==> config.mk <==
export PLATFORM = sky130hd
export DESIGN_NAME = offset_dac_tracker
export DESIGN_NICKNAME = d
export VERILOG_FILES = /design/src/rtl/offset_dac_pkg.sv /design/src/rtl/offset_dac_window.sv /design/src/rtl/offset_dac_stepper.sv /design/src/rtl/offset_dac_ctrl_reg.sv /design/src/rtl/offset_dac_tracker.sv
export SDC_FILE = /design/constraint.sdc
export NUM_CORES = 1
export LEC_CHECK = 0
export BUFFER_PORTS_ARGS = -buffer_cell sky130_fd_sc_hd__buf_2
export CORE_MARGIN = 8
export CORE_UTILIZATION = 28
export DETAILED_ROUTE_END_ITERATION = 7
export MAX_ROUTING_LAYER = met4
export PLACE_DENSITY = 0.64
export SETUP_SLACK_MARGIN = 0.02
export SLEW_MARGIN = 20
export SYNTH_ARGS = -nofsm -noshare
export SYNTH_HDL_FRONTEND = slang
export SYNTH_SLANG_ARGS = --single-unit
==> constraint.sdc <==
create_clock -name clk_i -period 3.1 [get_ports clk_i]
set_clock_uncertainty 0.15 [all_clocks]
set_input_delay 0.155 -clock clk_i [delete_from_list [all_inputs] [get_ports clk_i]]
set_output_delay 0.155 -clock clk_i [all_outputs]
set_load 0.02 [all_outputs]
==> src/rtl/offset_dac_pkg.sv <==
package offset_dac_pkg;
  parameter int CODE_W = 6;
  localparam int CTRL_W = CODE_W + 2;

  typedef struct packed {
    logic              en;
    logic              auto_adj;
    logic [CODE_W-1:0] code;
  } ctrl_word_t;

  localparam ctrl_word_t CTRL_RESET = '{en: 1'b1, auto_adj: 1'b1, code: '0};
endpackage

==> src/rtl/offset_dac_window.sv <==
module offset_dac_window #(
  parameter int DATA_W = 16
) (
  input  logic [DATA_W-1:0] data_i,
  output logic              above_o,
  output logic              below_o
);
  localparam logic [DATA_W-1:0] HI_TH = {2'b11, {(DATA_W-2){1'b0}}};
  localparam logic [DATA_W-1:0] LO_TH = {2'b01, {(DATA_W-2){1'b0}}};

  // strict comparisons: threshold values themselves do not trigger
  assign above_o = data_i > HI_TH;
  assign below_o = data_i < LO_TH;
endmodule

==> src/rtl/offset_dac_stepper.sv <==
module offset_dac_stepper #(
  parameter int CODE_W  = 6,
  parameter int RANGE_W = 2
) (
  input  logic [CODE_W-1:0]  code_i,
  input  logic [RANGE_W-1:0] range_i,
  input  logic               up_i,
  input  logic               down_i,
  output logic [CODE_W-1:0]  code_o
);
  localparam int MAX_CODE = (1 << CODE_W) - 1;

  int step;
  int cur;
  int nxt;

  always_comb begin
    step = 1 << range_i;
    cur  = int'(code_i);
    nxt  = cur;
    if (up_i) nxt = (cur + step > MAX_CODE) ? MAX_CODE : cur + step;
    else if (down_i) nxt = (cur < step) ? 0 : cur - step;
    code_o = CODE_W'(nxt);
  end

  // saturation never lands on the far side of the current code
  always_comb begin
    if (up_i && !down_i) a_up_mono_r6: assert (code_o >= code_i);
    if (down_i && !up_i) a_dn_mono_r6: assert (code_o <= code_i);
  end
endmodule

==> src/rtl/offset_dac_ctrl_reg.sv <==
module offset_dac_ctrl_reg
  import offset_dac_pkg::*;
(
  input  logic              clk_i,
  input  logic              rst_ni,
  input  logic              wr_i,
  input  ctrl_word_t        wdata_i,
  input  logic              adj_i,
  input  logic [CODE_W-1:0] adj_code_i,
  output ctrl_word_t        q_o
);
  ctrl_word_t q;

  always_ff @(posedge clk_i or negedge rst_ni) begin
    if (!rst_ni) q <= CTRL_RESET;
    else if (wr_i) q <= wdata_i;
    else if (adj_i) q.code <= adj_code_i;
  end

  assign q_o = q;

  p_hold_r9: assert property (@(posedge clk_i) disable iff (!rst_ni)
    (!wr_i && !adj_i) |=> $stable(q));
  p_write_wins_r10: assert property (@(posedge clk_i) disable iff (!rst_ni)
    wr_i |=> (q == $past(wdata_i)));
  p_flags_kept_r11: assert property (@(posedge clk_i) disable iff (!rst_ni)
    (!wr_i && adj_i) |=> ($stable(q.en) && $stable(q.auto_adj)));
endmodule

==> src/rtl/offset_dac_tracker.sv <==
module offset_dac_tracker
  import offset_dac_pkg::*;
#(
  parameter int DATA_W  = 16,
  parameter int RANGE_W = 2
) (
  input  logic               clk_i,
  input  logic               rst_ni,
  input  logic               reg_wr_i,
  input  logic [CTRL_W-1:0]  reg_wdata_i,
  output logic [CTRL_W-1:0]  reg_rdata_o,
  input  logic               avg_valid_i,
  input  logic [DATA_W-1:0]  avg_data_i,
  input  logic [RANGE_W-1:0] range_sel_i,
  input  logic               adaptive_i,
  output logic [CODE_W-1:0]  dac_code_o,
  output logic               dac_en_o
);
  localparam logic [CODE_W-1:0] MAX_CODE = '1;

  ctrl_word_t        ctrl;
  logic              above;
  logic              below;
  logic              track_on;
  logic              adj;
  logic [CODE_W-1:0] next_code;

  offset_dac_window #(.DATA_W(DATA_W)) u_window (
    .data_i  (avg_data_i),
    .above_o (above),
    .below_o (below)
  );

  offset_dac_stepper #(.CODE_W(CODE_W), .RANGE_W(RANGE_W)) u_stepper (
    .code_i  (ctrl.code),
    .range_i (range_sel_i),
    .up_i    (above),
    .down_i  (below),
    .code_o  (next_code)
  );

  // tracking needs both the auto bit and adaptive mode
  assign track_on = ctrl.auto_adj & adaptive_i;
  assign adj      = avg_valid_i & track_on & (above | below);

  offset_dac_ctrl_reg u_reg (
    .clk_i      (clk_i),
    .rst_ni     (rst_ni),
    .wr_i       (reg_wr_i),
    .wdata_i    (ctrl_word_t'(reg_wdata_i)),
    .adj_i      (adj),
    .adj_code_i (next_code),
    .q_o        (ctrl)
  );

  assign reg_rdata_o = ctrl;
  assign dac_code_o  = ctrl.code;
  assign dac_en_o    = ctrl.en;

  p_fixed_mode_r7: assert property (@(posedge clk_i) disable iff (!rst_ni)
    (!adaptive_i && !reg_wr_i) |=> $stable(dac_code_o));
  p_auto_off_r8: assert property (@(posedge clk_i) disable iff (!rst_ni)
    (!reg_rdata_o[CODE_W] && !reg_wr_i) |=> $stable(dac_code_o));
  p_top_sat_r6: assert property (@(posedge clk_i) disable iff (!rst_ni)
    (dac_code_o == MAX_CODE && !reg_wr_i && !below) |=> (dac_code_o == MAX_CODE));
  p_no_strobe_r9: assert property (@(posedge clk_i) disable iff (!rst_ni)
    (!avg_valid_i && !reg_wr_i) |=> $stable(reg_rdata_o));
endmodule

==> flow_summary.yaml, run 1 <==
synth:
  yosysMostFrequentCell: "inv_1"
  synth_cells: 122
  synth_ff_type: "dfrtp_1"
  synth_cell_type_count: 42
  ys_ff_latch: 8
  syn_area_mm2: 0.00102
  synth_common_cells: "inv_1 (11), a21oi_1 (10), ha_1 (9), nor2_1 (9)"
  syn-num-nets: 164
  yosysWarningCount: 0
  yosys.area.top_type: "dfrtp_1"
  synth_area_leaders: "dfrtp_1 (15%), ha_1 (11%), buf_4 (5.1%), dfstp_2 (5.1%), a21oi_1 (4.9%)"
  yosys.area.top_type_share: 0.147
  yosysSeqAreaShare: 0.198
  synth-edff-count: 0
  async_flop_share: 1.00
  synth_area_per_cell_um2: 8.38
cts:
  cts_resized: 0
  cts_tree: "built"
  postCtsSetupRepairBufs: 0
  cts_max_level: 1
  cts_inserted_buffers: 3
  clock-root-buffer: "clkbuf_4"
  cts.path.max_buffers: 2
  hold_buffers: 7
  clk_latency_ns: 0.25
  clock_sinks: 8
  clkTransAtPathRegs_ns: 0.06
route:
  top_layer_used: "met3"
  wl_met3_um: 156
  vias_per_cell: 4.73
  drc: 0
  route.met2.wl_mm: 1.26
  vias: 1003
  wl_mm: 2.73
  wl_per_cell_um: 12.9
  dr.pass1.iters: 4
  ant_nets: 0
  wl_met1_mm: 1.32
  first_iter_violations: 74
timing:
  fin_crit_sh: 0.812
  slew_headroom: 0.699
  fin_tns_setup_ns: 0
  min_period_ns: 2.52
  tightest_slew_ns: 0.451
  setup_viol: 0
  hold_viol: 0
  slew_viol_final: 0
  max_freq_mhz: 397
  rsz0062_at_grt: "false"
power:
  netSwitchingFraction: 0.400
  ir_drop_uv: 196
  p_sw_mw: 0.166
  power_frac_comb: 0.480
  leakage_nw: 0.616
  power.internal_mw: 0.249
  p_per_area_mw_per_mm2: 317
  seqPwrFrac: 0.327
  clock_power_share: 0.193
setup_path:
  cp_max_fo: 4
  cp_top_family: "simple AND/OR/NAND/NOR gates"
  crit_buf_inv: 2
  path_class: "reg2reg"
  cpMostUsedCell: "inv_1"
  cp.arrival_ns: 2.49
  cpPeakStageDelay_ns: 0.41
  crit_path_end_kind: "register"
  path_cells: "inv_1, ha_1, inv_1, fa_1, and2_1, o21ai_0, nand2_1, o21bai_1, nor3b_1, o31ai_2"
  cp-startpoint: "u_reg.q_o[0]"
  slowest_stage: "dfrtp_1"
  r2r-start: "u_reg.q_o[0]"
  start_kind: "register"
  cp.required_ns: 3.07
flow_run:
  max-cap-violations: 0
placed_design:
  portBuffers: 45
  dp_hpwl_mm: 2.26
  placed_area_mm2: 0.00122
  routabilityCongestion: 0.900
floorplan:
  ios: 46
  start_util: 0.286
  die_w_um: 76.4
  fp-row-count: 22
  die_y_um: 76.4
  coreArea_mm2: 0.00358
  dieArea_mm2: 0.00584
final_layout:
  largest_reg_flops: 8
  synthToLayoutAreaGrowth_pct: 28.2
  fin_nets: 208
  drive_gt1_frac: 0.354
  antennaDiodeCount: 0
  fillers: 382
  final_cell_area_mm2: 0.00131
global_route:
  grt_max_degree: 17
  overflow: 0
  track_usage: 0.0965
  antenna_found_initial: 0
  grt_pass1_vias: 1049
  grt_pass1_wl_mm: 4.72
run_status:
  status: "completed"
min_path:
  hp-start: "reg_wdata_i[5]"
  worstHoldPathType: "in2reg"
## routing by layer
layer  GRT usage  up-vias
li1            -      518
met1       0.126      456
met2       0.149       29
met3      0.0212        0
met4      0.0173        0
met5           -        -
## power groups by stage
stage               clock network (mW)  logic (mW)  registers [mW]
floorplan                            0       0.131           0.146
global placement                     0       0.193           0.138
detailed placement                   0       0.192           0.137
CTS                             0.0837       0.200           0.136
global route                    0.0879       0.222           0.138
finish                          0.0800       0.199           0.136
## metrics by stage
stage / worst slack [ns] / std cells / power (mW) / hold WS (ns) / util
floorplan: 0.736 / 122 / 0.277 / -0.291 / -
global placement: 0.687 / 202 / 0.331 / -0.131 / 0.340
detailed placement: 0.595 / 202 / 0.329 / -0.132 / 0.340
CTS: 0.590 / 212 / 0.419 / 0.00143 / 0.366
global route: 0.363 / 212 / 0.448 / 0.0267 / 0.366
finish: 0.583 / 212 / 0.415 / 0.00627 / 0.366
## layout make-up
type | count | area, um2 | share of cell area
Inverter | 11 | 41.3 | 0.0315
Clock buffer | 3 | 22.5 | 0.0172
Tap cell | 48 | 60.1 | 0.0458
Multi-Input combinational cell | 90 | 688 | 0.525
Timing Repair Buffer | 52 | 295 | 0.225
Sequential cell | 8 | 203 | 0.155
## final timing paths
kind / end / slack, ns / cells after the start
min in group asynchronous: u_reg.q_o[5] / 0.13 / 2
max in group asynchronous: u_reg.q_o[6] / 2.43 / 2
worst min-delay path: u_reg.q_o[5] / 0.006 / 3
worst max register to register: u_reg.q_o[0] / 0.58 / 10
worst min register to register: u_reg.q_o[7] / 0.47 / 1
worst max-delay path: u_reg.q_o[0] / 0.58 / 10
## worst min-delay path, stage by stage
cell	delay [ns]
buf_2	0.07
nor2b_1	0.03
a21oi_1	0.10
## logic make-up after synthesis
| family | after synthesis | synth area share |
|---|---|---|
| AND/OR/NAND/NOR | 43 | 0.235 |
| AO/OA/AOI/OAI | 32 | 0.250 |
| buffers and inverters | 24 | 0.129 |
| adder cells (fa/ha/maj) | 11 | 0.149 |
| flip-flops | 8 | 0.198 |
| XOR/XNOR | 2 | 0.0171 |
| multiplexers | 2 | 0.0220 |
## layout by cell type (no fill, tap or decap), types with 2 or more instances in the layout
cell           Yosys  layout
nor2_1             9       9
dfstp_2            2       2
nor3_1             2       2
dfrtp_1            6       6
fa_1               2       2
o21bai_1           2       2
mux2_2             2       2
and3_1             2       2
inv_1             11      11
and2_1             3       3
a211o_1            2       2
nand2b_1           3       3
o21ai_0            4       4
nor2b_1            3       3
nand2_1            7       7
a311oi_1           2       2
ha_1               9       9
buf_2              0      45
a21oi_1           10      10
dlygate4sd3_1      0       7
or3_1              3       3
nor4_1             3       3
o31ai_2            3       3
clkbuf_4           0       3
xor2_1             2       2
No activity file was read; power rests on OpenSTA's default activity.
==> inputs of run 2 (changes only) <==
clock period = 2.44 ns   (was 3.1 ns; I/O delays follow)
==> flow_summary.yaml, run 2 (synthesized netlist as in run 1, its figures left out) <==
power:
  p_per_area_mw_per_mm2: 415
  power.internal_mw: 0.332
  leakage_nw: 0.635
  clock_power_share: 0.215
  seqPwrFrac: 0.301
  power_frac_comb: 0.484
  p_sw_mw: 0.237
  netSwitchingFraction: 0.416
  ir_drop_uv: 205
floorplan:
  ios: 46
  die_w_um: 76.4
  coreArea_mm2: 0.00358
  die_y_um: 76.4
  dieArea_mm2: 0.00584
  fp-row-count: 22
  start_util: 0.286
cts:
  clk_latency_ns: 0.27
  cts_tree: "built"
  clock-root-buffer: "clkbuf_4"
  cts_max_level: 1
  clock_sinks: 8
  clkTransAtPathRegs_ns: 0.08
  cts_inserted_buffers: 3
  postCtsSetupRepairBufs: 0
  cts.path.max_buffers: 2
min_path:
  worstHoldPathType: "in2reg"
route:
  vias_per_cell: 4.80
  dr.pass1.iters: 4
  wl_per_cell_um: 13.8
  vias: 1036
  wl_mm: 2.98
  ant_nets: 0
  first_iter_violations: 52
  drc: 0
global_route:
  antenna_found_initial: 0
  overflow: 0
  grt_pass1_vias: 1056
  grt_max_degree: 17
  grt_pass1_wl_mm: 4.91
  track_usage: 0.102
final_layout:
  synthToLayoutAreaGrowth_pct: 33.8
  final_cell_area_mm2: 0.00137
  fillers: 395
  final_common_cell: "buf_2"
  antennaDiodeCount: 0
  fin_nets: 211
  mostFrequentLayoutCells: "buf_2 (45), inv_1 (11), a21oi_1 (10)"
  drive_gt1_frac: 0.393
  largest_reg_flops: 8
timing:
  fin_tns_setup_ns: 0
  slew_viol_final: 0
  min_period_ns: 2.31
  hold_viol: 0
  slew_headroom: 0.714
  fin_crit_sh: 0.946
  rsz0062_at_grt: "true"
  setup_viol: 0
  max_freq_mhz: 433
  tightest_slew_ns: 0.428
setup_path:
  cp_max_fo: 4
  path_class: "reg2reg"
  cp.arrival_ns: 2.31
  start_kind: "register"
  cp.required_ns: 2.44
  crit_path_end_kind: "register"
placed_design:
  dp_hpwl_mm: 2.30
  portBuffers: 45
  placed_area_mm2: 0.00123
  routabilityCongestion: 0.889
flow_run:
  max-cap-violations: 0
run_status:
  status: "completed"
-- run 2: cell count changes in the layout (fill, tap and decap cells not counted), sizes merged --
cell / previous run / this run
buf: 45 / 47
dlygate4sd3: 7 / 8
clkbuf: 3 / 4
-- run 2: timing repair --
action | in CTS | in global routing
endpoints found under the hold margin | 15 | 0
hold buffers | 8 | 0
endpoints found under the setup margin | 3 | 4
resized for setup | 1 | 6
-- run 2: worst paths after layout --
check                          startpoint            to  slack, ns  depth (start not counted)
setup / recovery             u_reg.q_o[0]  u_reg.q_o[2]       0.13                          8
hold / removal             reg_wdata_i[3]  u_reg.q_o[3]       0.06                          4
setup reg to reg             u_reg.q_o[0]  u_reg.q_o[2]       0.13                          8
hold reg to reg              u_reg.q_o[7]  u_reg.q_o[7]       0.48                          1
max in group asynchronous          rst_ni  u_reg.q_o[6]       1.79                          2
min in group asynchronous          rst_ni  u_reg.q_o[1]       0.08                          2
-- run 2: metal layers --
metal / vias up / global-route usage / share of wire
met5: - / - / 0
met4: 0 / 0.0115 / 0.0054
met3: 2 / 0.0259 / 0.054
met2: 37 / 0.163 / 0.46
met1: 474 / 0.130 / 0.48
li1: 523 / - / -
-- run 2: critical path, cell delays in order (launching register included) --
cell and delay [ns]:
dfrtp_1 0.41, ha_1 0.23, fa_1 0.41, nand2b_1 0.11
a21oi_1 0.10, o21bai_1 0.28, a21oi_1 0.12, a311oi_2 0.28
o31ai_2 0.08
-- run 2: per-stage QoR --
stage / util / instances / hold WS, ns / total power, mW / setup slack [ns]
6_report: 0.382 / 216 / 0.0571 / 0.568 / 0.133
5_1_grt: 0.382 / 216 / 0.0734 / 0.613 / -0.00480
4_1_cts: 0.374 / 216 / 0.0544 / 0.564 / 0.0984
3_5_place_dp: 0.344 / 204 / -0.160 / 0.425 / 0.00387
3_3_place_gp: 0.344 / 204 / -0.163 / 0.425 / 0.0639
2_1_floorplan: - / 122 / -0.324 / 0.352 / 0.0759
-- run 2: layout make-up --
class,count,area (um2),share of cell area
multi-input combinational,90,717,0.524
timing repair buffer,55,320,0.234
sequential,8,203,0.148
tap,48,60.1,0.0439
inverter,11,41.3,0.0302
clock buffer,4,26.3,0.0192
-- run 2: power by group through the flow --
stage	combinational [mW]	sequential (mW)	clock (mW)
finish	0.275	0.171	0.122
global route	0.305	0.175	0.134
CTS	0.265	0.171	0.128
detailed placement	0.252	0.174	0
global placement	0.252	0.173	0
floorplan	0.167	0.185	0
